===== src/rtl/tdm_pkg.sv =====
package tdm_pkg;

    localparam int unsigned INT_SLOTS = 32;
    localparam int unsigned SLOT_W    = 8;
    localparam int unsigned MAX_MUX   = 4;

    localparam int unsigned NSLOT_W   = $clog2(INT_SLOTS);
    localparam int unsigned BIT_W     = $clog2(SLOT_W);
    localparam int unsigned EXT_W     = $clog2(INT_SLOTS * MAX_MUX);
    localparam int unsigned POS_W     = EXT_W + BIT_W;
    localparam int unsigned BASE_BITS = INT_SLOTS * SLOT_W;

    typedef logic [POS_W-1:0]   pos_t;
    typedef logic [NSLOT_W-1:0] islot_t;
    typedef logic [BIT_W-1:0]   bitn_t;
    typedef logic [SLOT_W-1:0]  sbyte_t;

    // log2 of the multiplex factor; codes 2 and 3 both mean x4
    function automatic logic [1:0] mux_log(input logic [1:0] rate);
        case (rate)
            2'd0:    return 2'd0;
            2'd1:    return 2'd1;
            default: return 2'd2;
        endcase
    endfunction

endpackage


===== src/rtl/tdm_frame_timer.sv =====
module tdm_frame_timer
    import tdm_pkg::*;
(
    input  logic       clk,
    input  logic       rst_n,
    input  logic       fsync,
    input  logic [1:0] cfg_rate,
    input  logic       cfg_dbl,
    input  logic       cfg_dly,
    output pos_t       cur_pos,
    output logic       cur_lock,
    output logic       sample_en,
    output pos_t       nxt_pos,
    output logic       nxt_lock
);

    typedef struct packed {
        logic fs;
        logic ph;
        logic lock;
        pos_t pos;
    } tmr_t;

    tmr_t tmr_d, tmr_q;
    logic edge_s;
    logic step_s;
    pos_t last_s;
    logic [POS_W:0] span_s;

    always_comb begin
        span_s = (POS_W+1)'(BASE_BITS) << mux_log(cfg_rate);
        last_s = pos_t'(span_s - 1'b1);
        edge_s = fsync & ~tmr_q.fs;
        step_s = ~cfg_dbl | tmr_q.ph;

        tmr_d    = tmr_q;
        tmr_d.fs = fsync;
        if (edge_s) begin
            tmr_d.lock = 1'b1;
            case ({cfg_dly, cfg_dbl})
                2'b00: begin tmr_d.pos = pos_t'(1); tmr_d.ph = 1'b0; end
                2'b01: begin tmr_d.pos = '0;        tmr_d.ph = 1'b1; end
                2'b10: begin tmr_d.pos = '0;        tmr_d.ph = 1'b0; end
                default: begin tmr_d.pos = last_s;  tmr_d.ph = 1'b1; end
            endcase
        end else if (step_s) begin
            tmr_d.ph  = 1'b0;
            tmr_d.pos = (tmr_q.pos >= last_s) ? '0 : tmr_q.pos + 1'b1;
        end else begin
            tmr_d.ph  = 1'b1;
        end
    end

    always_ff @(posedge clk) begin
        if (!rst_n) begin
            tmr_q <= '{fs: 1'b1, ph: 1'b0, lock: 1'b0, pos: '0};
        end else begin
            tmr_q <= tmr_d;
        end
    end

    assign cur_pos   = tmr_q.pos;
    assign cur_lock  = tmr_q.lock;
    assign sample_en = step_s;
    assign nxt_pos   = tmr_d.pos;
    assign nxt_lock  = tmr_d.lock;

    // in doubled-clock mode a first-phase cycle is followed by a second-phase cycle
    assert_phase_pair_R4: assert property (@(posedge clk) disable iff (!rst_n)
        (cfg_dbl && $stable(cfg_dbl) && !tmr_q.ph && !(fsync && !tmr_q.fs)) |=> tmr_q.ph);

    // counter wraps to bit 0 after the last bit of the frame
    assert_frame_wrap_R10: assert property (@(posedge clk) disable iff (!rst_n)
        (tmr_q.pos == last_s && sample_en && !(fsync && !tmr_q.fs) && $stable(cfg_rate))
        |=> (tmr_q.pos == '0));

endmodule


===== src/rtl/tdm_slot_map.sv =====
module tdm_slot_map
    import tdm_pkg::*;
(
    input  pos_t       pos,
    input  logic [1:0] cfg_rate,
    input  logic [1:0] cfg_offset,
    output logic       sel,
    output islot_t     islot,
    output bitn_t      bitn
);

    logic [EXT_W-1:0] ext_s;

    always_comb begin
        ext_s = pos[POS_W-1:BIT_W];
        bitn  = pos[BIT_W-1:0];
        case (mux_log(cfg_rate))
            2'd0: begin
                sel   = 1'b1;
                islot = ext_s[NSLOT_W-1:0];
            end
            2'd1: begin
                sel   = (ext_s[0] == cfg_offset[0]);
                islot = ext_s[NSLOT_W:1];
            end
            default: begin
                sel   = (ext_s[1:0] == cfg_offset);
                islot = ext_s[NSLOT_W+1:2];
            end
        endcase
    end

endmodule


===== src/rtl/tdm_rx_deser.sv =====
module tdm_rx_deser
    import tdm_pkg::*;
(
    input  logic   clk,
    input  logic   rst_n,
    input  logic   cur_lock,
    input  logic   sample_en,
    input  logic   csel,
    input  islot_t cislot,
    input  bitn_t  cbit,
    input  logic   din,
    output logic   rx_valid,
    output sbyte_t rx_byte,
    output islot_t rx_slot
);

    typedef struct packed {
        sbyte_t sh;
        logic   v;
        sbyte_t rbyte;
        islot_t slot;
    } rx_t;

    rx_t rx_d, rx_q;
    sbyte_t shifted_s;

    always_comb begin
        shifted_s = {rx_q.sh[SLOT_W-2:0], din};
        rx_d      = rx_q;
        rx_d.v    = 1'b0;
        if (cur_lock && sample_en && csel) begin
            rx_d.sh = shifted_s;
            if (cbit == bitn_t'(SLOT_W-1)) begin
                rx_d.v     = 1'b1;
                rx_d.rbyte = shifted_s;
                rx_d.slot  = cislot;
            end
        end
    end

    always_ff @(posedge clk) begin
        if (!rst_n) begin
            rx_q <= '0;
        end else begin
            rx_q <= rx_d;
        end
    end

    assign rx_valid = rx_q.v;
    assign rx_byte  = rx_q.rbyte;
    assign rx_slot  = rx_q.slot;

    // a received-byte strobe lasts exactly one cycle
    assert_strobe_single_R6: assert property (@(posedge clk) disable iff (!rst_n)
        rx_valid |=> !rx_valid);

endmodule


===== src/rtl/tdm_tx_ser.sv =====
module tdm_tx_ser
    import tdm_pkg::*;
(
    input  logic   clk,
    input  logic   rst_n,
    input  logic   nxt_lock,
    input  logic   nsel,
    input  islot_t nislot,
    input  bitn_t  nbit,
    input  sbyte_t tx_data,
    output logic   tx_req,
    output islot_t tx_slot,
    output logic   dout,
    output logic   dout_oe
);

    typedef struct packed {
        logic oe;
        logic d;
    } tx_t;

    tx_t tx_d, tx_q;

    always_comb begin
        tx_req  = nxt_lock & nsel;
        tx_slot = nislot;
        tx_d.oe = tx_req;
        tx_d.d  = tx_req & tx_data[bitn_t'(SLOT_W-1) - nbit];
    end

    always_ff @(posedge clk) begin
        if (!rst_n) begin
            tx_q <= '0;
        end else begin
            tx_q <= tx_d;
        end
    end

    assign dout    = tx_q.d;
    assign dout_oe = tx_q.oe;

    // the data line rests at 0 while not enabled
    assert_idle_low_R5: assert property (@(posedge clk) disable iff (!rst_n)
        !dout_oe |-> !dout);

endmodule


===== src/rtl/tdm_slot_port.sv =====
module tdm_slot_port
    import tdm_pkg::*;
(
    input  logic         clk,
    input  logic         rst_n,
    input  logic         fsync,
    input  logic         din,
    input  logic [1:0]   cfg_rate,
    input  logic [1:0]   cfg_offset,
    input  logic         cfg_dbl,
    input  logic         cfg_dly,
    input  logic [7:0]   tx_data,
    output logic         tx_req,
    output logic [4:0]   tx_slot,
    output logic         dout,
    output logic         dout_oe,
    output logic         rx_valid,
    output logic [7:0]   rx_byte,
    output logic [4:0]   rx_slot
);

    pos_t   cur_pos, nxt_pos;
    logic   cur_lock, nxt_lock, sample_en;
    logic   csel, nsel;
    islot_t cislot, nislot;
    bitn_t  cbit, nbit;

    tdm_frame_timer u_timer (
        .clk       (clk),
        .rst_n     (rst_n),
        .fsync     (fsync),
        .cfg_rate  (cfg_rate),
        .cfg_dbl   (cfg_dbl),
        .cfg_dly   (cfg_dly),
        .cur_pos   (cur_pos),
        .cur_lock  (cur_lock),
        .sample_en (sample_en),
        .nxt_pos   (nxt_pos),
        .nxt_lock  (nxt_lock)
    );

    tdm_slot_map u_map_cur (
        .pos        (cur_pos),
        .cfg_rate   (cfg_rate),
        .cfg_offset (cfg_offset),
        .sel        (csel),
        .islot      (cislot),
        .bitn       (cbit)
    );

    tdm_slot_map u_map_nxt (
        .pos        (nxt_pos),
        .cfg_rate   (cfg_rate),
        .cfg_offset (cfg_offset),
        .sel        (nsel),
        .islot      (nislot),
        .bitn       (nbit)
    );

    tdm_rx_deser u_rx (
        .clk       (clk),
        .rst_n     (rst_n),
        .cur_lock  (cur_lock),
        .sample_en (sample_en),
        .csel      (csel),
        .cislot    (cislot),
        .cbit      (cbit),
        .din       (din),
        .rx_valid  (rx_valid),
        .rx_byte   (rx_byte),
        .rx_slot   (rx_slot)
    );

    tdm_tx_ser u_tx (
        .clk      (clk),
        .rst_n    (rst_n),
        .nxt_lock (nxt_lock),
        .nsel     (nsel),
        .nislot   (nislot),
        .nbit     (nbit),
        .tx_data  (tx_data),
        .tx_req   (tx_req),
        .tx_slot  (tx_slot),
        .dout     (dout),
        .dout_oe  (dout_oe)
    );

    // nothing is driven or received until the first sync edge
    assert_quiet_unlocked_R8: assert property (@(posedge clk) disable iff (!rst_n)
        !cur_lock |-> (!dout_oe && !rx_valid));

endmodule


===== config.mk =====
export PLATFORM = sky130hd
export DESIGN_NAME = tdm_slot_port
export DESIGN_NICKNAME = d
export VERILOG_FILES = /design/src/rtl/tdm_pkg.sv /design/src/rtl/tdm_frame_timer.sv /design/src/rtl/tdm_slot_map.sv /design/src/rtl/tdm_rx_deser.sv /design/src/rtl/tdm_tx_ser.sv /design/src/rtl/tdm_slot_port.sv
export SDC_FILE = /design/constraint.sdc
export NUM_CORES = 1
export LEC_CHECK = 0
export CAP_MARGIN = 10
export CORE_ASPECT_RATIO = 2
export CORE_MARGIN = 8
export CORE_UTILIZATION = 53
export CTS_CLUSTER_SIZE = 30
export DETAILED_ROUTE_END_ITERATION = 8
export DONT_BUFFER_PORTS = 1
export PLACE_DENSITY = 0.74
export SKIP_CTS_REPAIR_TIMING = 1
export SLEW_MARGIN = 25
export SYNTH_ARGS = -nofsm -noshare
export SYNTH_HDL_FRONTEND = slang
export SYNTH_SLANG_ARGS = --single-unit

===== constraint.sdc =====
create_clock -name clk -period 6.4 [get_ports clk]
set_clock_uncertainty 0.15 [all_clocks]
set_input_delay 0.96 -clock clk [delete_from_list [all_inputs] [get_ports clk]]
set_output_delay 0.96 -clock clk [all_outputs]
set_load 0.01 [all_outputs]

# After elaboration in Yosys (flattened, before gate mapping)
# Index checks and enable logic that the tools add are counted.
# word_totals
output_inout_bits,22
register_bits,36
inputBits,18
# op_classes
add_sub_neg,3
muxes,16
reduce_logical,9
n_eq_ne,9
n_lt_le_gt_ge,2
shifts,1
bitwise,6
# op_table
op,count
10-bit 2-to-1 mux,3
10-bit case mux with 2 select lines,1
5-bit case mux with 2 select lines,2
14-bit 2-to-1 mux,1
"10-bit by 1-bit adder with 10-bit output, second input constant",1
10-bit greater-or-equal comparator,1
"9-bit by 2-bit << shifter with 10-bit output, first input constant",1
"10-bit by 1-bit subtractor with 10-bit output, second input constant",1
"2-bit by 1-bit == test with 1-bit output, second input constant",3
2-bit zero test,3
1-bit 2-to-1 mux,5
2-bit == test,2
"3-bit by 4-bit < comparator with 1-bit output, second input constant",1
1-bit case mux with 2 select lines,2
2-bit case mux with 2 select lines,1
2-bit AND reduction,2
2-bit OR reduction,2
1-bit AND,3
1-bit binary-select mux with 3-bit select,1
"3-bit == test, second input constant",1
"3-bit subtractor, first input constant",1
1-bit == test,2
"2-bit == test, second input constant",1
1-bit logical AND,2
other kinds (2),3

# Depth between registers and ports, before layout
# depth
ltp_word,12
depth_mapped,12

# By module
# Synthesis repeated with hierarchy kept, for this count alone.
# unflattened
cells_unflattened,268
hier_area_um2,2379.8
# modules_own_cells
module,cells_per_inst,n_inst,area_per_inst_um2,seq_area_each_um2
tdm_frame_timer,108,1,953.4,260.2
tdm_rx_deser,96,1,952.2,420.4
tdm_slot_map,24,2,157.7,0.0
tdm_tx_ser,16,1,158.9,40.0

# Least setup slack after synthesis
# No wires, ideal clock.
# synth_timing
path_type,in2out
from,input port cfg_rate[0]
to,output port tx_slot[3]
required_time_ns,5.290
t_arrival_ns,3.060
path_stages,12
path_slack_ns,2.230
cell_sequence,buf_2 inv_1 nand2_1 inv_1 ha_1 a21o_2 a21o_2 or2_1 buf_6 o21ai_0 nor2_1 o31ai_1
# synth_via
elab_chain_len,9
# synth_rtl
item,line_no,rtl
start: declaration,tdm_slot_port.sv:8,"input logic [1:0] cfg_rate,"
2-bit by 1-bit == test with 1-bit output / 2-bit zero test (equally long branches),tdm_pkg.sv:20,case (rate)
2-bit case mux with 2 select lines (*),tdm_pkg.sv:20,
9-bit by 2-bit << shifter with 10-bit output,tdm_frame_timer.sv:31,span_s = (POS_W+1)'(BASE_BITS) << mux_log(cfg_rate);
10-bit by 1-bit subtractor with 10-bit output,tdm_frame_timer.sv:32,last_s = pos_t'(span_s - 1'b1);
10-bit greater-or-equal comparator,tdm_frame_timer.sv:48,tmr_d.pos = (tmr_q.pos >= last_s) ? '0 : tmr_q.pos + 1'b1;
10-bit 2-to-1 mux,tdm_frame_timer.sv:48,
10-bit 2-to-1 mux,tdm_frame_timer.sv:46,end else if (step_s) begin
10-bit 2-to-1 mux,tdm_frame_timer.sv:38,if (edge_s) begin
5-bit case mux with 2 select lines (*),tdm_slot_map.sv:17,case (mux_log(cfg_rate))
end: declaration,tdm_slot_port.sv:14,"output logic [4:0] tx_slot,"
# Every way passes the cells marked *; elsewhere a longest branch is shown, timed or not.

# Worst setup path in the final report
# Same ends and word-level chain as after synthesis.

==> summary.md <==
| Metric | Value |
|---|---|
| Crit path max fanout | `10` |
| First-pass GRT wire length | `roughly 7200 um` |
| RePlAce Congestion | `0.858` |
| Synth Cell Area | `approximately 0.0022 mm2` |
| Post-synth top area share | `roughly 33%` |
| Via count of the first global-routing pass | `roughly 1600` |
| Run status | `complete, no violations` |
| DIE WIDTH | `between 60 and 70 um` |
| CP max stage delay | `0.39 ns` |
| Synth Net Count | `270` |
| Clock transition at path regs | `~0.080 ns` |
| Total Wirelength | `about 4400 um` |
| Port Buffers | `0` |
| Crit Path Class | `in2out` |
| Synth Area in Compound Gates | `a little over an eighth` |
| Syn avg cell area | `slightly below 9 um2` |
| Critical path, cell by cell | `inv_1 -> nand2_1 -> inv_1 -> ha_1 -> a21o_2 -> a21o_2 -> or2_1 -> o21ai_0 -> nor2_1 -> o31ai_1` |
| Adder-cell share of the synthesized area | `between 4 and 5%` |
| CTS tree | `built` |
| TNS Setup | `0 ns` |
| Slew @ Worst Pin | `about 0.94 ns` |
| GRT Total Usage | `between 10% and 20%` |
| Via density per instance | `~5.7` |
| Crit path from | `cfg_rate[0]` |
| Worst EP required | `around 5.3 ns` |
| R2r worst-path depth | `7` |
| Sequential share of the synthesized area | `approximately 33%` |
| Synth Area in Simple Gates | `between 20% and 30%` |
| Yosys top cell by area | `dfxtp_1` |
| Cells after Synth | `~250` |
| Diodes inserted | `0` |
| RSZ-0062 raised after global routing | `false` |
| Synth Flop Type | `dfxtp_1` |
| Num CTS Buffers | `5` |
| Post-Synth XOR/XNOR Area | `roughly 2.8%` |
| GRT overflow | `0` |
| Bufs and invs on worst path | `2` |
| Hold Vio Cnt, Final | `0` |
| Synth async-reset ratio | `0%` |
| Synth top area cells | `dfxtp_1 (33%), mux2i_1 (13%), nor2_1 (5.5%)` |
| Final Critical Period | `between 4 and 5 ns` |
| Placed cells | `roughly 270` |
| Hold wc startpoint | `u_rx.rx_q[20]$_SDFFE_PN0P_` |
| Final Non-Filler Cells | `between 200 and 300` |
| Final worst path period share | `between 60% and 70%` |
| Initial detailed-routing violation count | `81` |
| Pre-antenna DRT Iters | `4` |
| Fmax achieved | `between 200 and 250 MHz` |
| Hold Path Class | `reg2reg` |
| Worst Setup End Kind | `primary output` |
| Startpoint Class | `input pin` |
| Die height | `107 um` |
| Number of synthesized register bits | `36` |
| Mux share of post-synthesis cell area | `13.6%` |
| Core ar. | `0.00401 mm2` |
| Routed via count | `between 1500 and 2000` |
| Slew Limit Fails | `0` |
| Later-pin clock latency in the skew report | `~0.29 ns` |
| Power per cell area | `between 200 and 250 mW/mm2` |
| Fraction of layout cells with a size suffix above 1 | `12.2%` |
| Area grow syn2layout | `-1.32%` |
| Peak supply drop | `about 0.18 mV` |
| Post-layout nets | `253` |
| Min-Delay Path Depth | `2` |
| Worst r2r src | `u_timer.cur_pos[9]$_SDFF_PN0_` |
| Lkg Pwr | `about 1 nW` |
| Largest family of logic cells by synthesized area | `simple AND/OR/NAND/NOR gates` |
| Post-synth EDFFs | `0` |
| Finish-stage setup viols | `0` |
| Root buf cell | `clkbuf_8` |
| Ports | `40` |
| Detailed Place HPWL | `about 3300 um` |
| Clock Tree Buf Depth | `2` |
| Worst Hold Endpoint | `u_rx.rx_byte[7]$_SDFFE_PN0P_` |
| WL per Instance | `15.5 um` |
| Delay-heaviest family, CP | `compound AO/OA/AOI/OAI gates` |
| DRC errors left | `0` |
| Synth cell types | `50` |
| R2r endpoint | `u_tx.dout$_SDFF_PN0_` |
| H-tree depth | `2` |
| Rows | `33` |
| Largest net degree at the start of global routing | `30` |
| Reg2Reg Setup Slack | `3.86 ns` |
| Crit path DAT | `3.06 ns` |
| Critical path's slowest cell | `o31ai_1` |
| Warning count from the yosys run | `0` |
| Initial core utilization | `54.4%` |
| Initial antenna violation count | `0` |
| Die area | `~0.0065 mm2` |
| TritonCTS Sinks | `36` |
| Antenna viol nets, final | `0` |
| Max cap viols | `0` |
| Rel. slew slack | `36.9%` |
-- per-stage QoR --
stage | util [%] | hold slack [ns] | setup slack, ns | power, W | area [um2]
after detailed placement | 51.5 | 0.341 | 2.23 | 0.000289 | 2060
after global placement | 51.5 | 0.325 | 2.31 | 0.000288 | 2060
after CTS | 53.7 | 0.358 | 2.22 | 0.000450 | 2150
after floorplan | - | 0.310 | 2.23 | 0.000285 | 2180
after global routing | 53.7 | 0.401 | 1.98 | 0.000460 | 2150
final | 53.7 | 0.349 | 2.23 | 0.000444 | 2150
-- cells in the final DEF, fill, tap and decap left out, drive strengths merged, types with 3 or more instances in the layout --
master	Yosys	final
o2111ai	5	5
nand2b	3	3
and2	8	8
clkinv	0	3
o21ai	14	14
dfxtp	36	36
ha	7	7
nor2	32	32
inv	12	12
clkbuf	6	5
o31ai	3	3
nand4	4	4
xor2	3	3
mux2i	28	28
nand3	5	5
nand2	12	12
nor3	10	10
o211ai	4	4
xnor2	4	4
a21oi	5	5
-- final cells by class --
type,instances,area [um2]
Sequential cell,36,721
Tap cell,52,65.1
Inverter,12,45.0
Clock buffer,5,68.8
Clock inverter,3,18.8
Multi-Input combinational cell,173,1230
Fill cell,380,1860
-- how the worst max path moves through the flow --
stage / end / slack [ns] / cells after the start
5_1_grt: tx_slot[3] / 1.98 / 10
2_1_floorplan: tx_slot[3] / 2.23 / 12
3_3_place_gp: tx_slot[3] / 2.31 / 10
6_report: tx_slot[3] / 2.23 / 10
4_1_cts: tx_slot[3] / 2.22 / 10
3_5_place_dp: tx_slot[3] / 2.23 / 10
-- layer usage --
metal / part of all wire (%) / routed length (um) / global-route usage (%)
met2: 48 / 2090 / 22.4
met5: 0 / 0 / 0
met3: 8.8 / 385 / 5.76
met1: 41 / 1790 / 15.6
met4: 2.4 / 103 / 6.73
-- state kept, by name, indices dropped and copies added, names as in the netlist --
signal            cells
u_timer.tmr_q         2
u_timer.cur_lock      1
u_rx.rx_q             7
u_tx.dout_oe          1
u_rx.rx_slot          5
u_timer.cur_pos      10
u_rx.rx_valid         1
u_rx.rx_byte          8
u_tx.dout             1
-- cells by family after synthesis --
kind of cell	Yosys count
xor+xnor	7
simple gates	88
flops	36
compound gates	42
buf+inv	36
mux	29
fa+ha+maj	7
-- synthesized netlist by cell type (2+ instances only) --
master / number
o21ai_0: 13
clkbuf_8: 2
clkbuf_1: 4
mux2i_1: 28
o2bb2ai_1: 2
nor3_1: 10
o31ai_1: 3
nor2_1: 32
nand2b_1: 3
o31a_2: 2
inv_1: 11
nor2b_2: 2
o211ai_1: 4
xnor2_1: 4
or2_1: 2
a21o_2: 2
nand2_1: 11
buf_4: 13
ha_1: 7
a21oi_1: 5
nand4_1: 3
buf_2: 2
nand3_1: 4
buf_6: 2
o22ai_1: 2
xor2_1: 3
and2_1: 7
o2111ai_1: 5
dfxtp_1: 36
-- worst register-to-register path, cell delays in order (launching register included) --
cell and delay, ns:
dfxtp_1 0.41, ha_1 0.28, a21o_2 0.22, a21o_2 0.24, or2_1 0.34, or4_1 0.53, nand3_2 0.14, nor4b_2 0.06
-- where the power goes --
group / internal, W / leakage (nW) / switching (W) / total [W]
Clock: 0.0000758 / 0.0479 / 0.0000845 / 0.000160
Combinational: 0.0000212 / 0.641 / 0.0000301 / 0.0000513
Sequential: 0.000228 / 0.291 / 0.00000458 / 0.000233
Total: 0.000325 / 0.980 / 0.000119 / 0.000444
(Power assumes the default switching activity.)
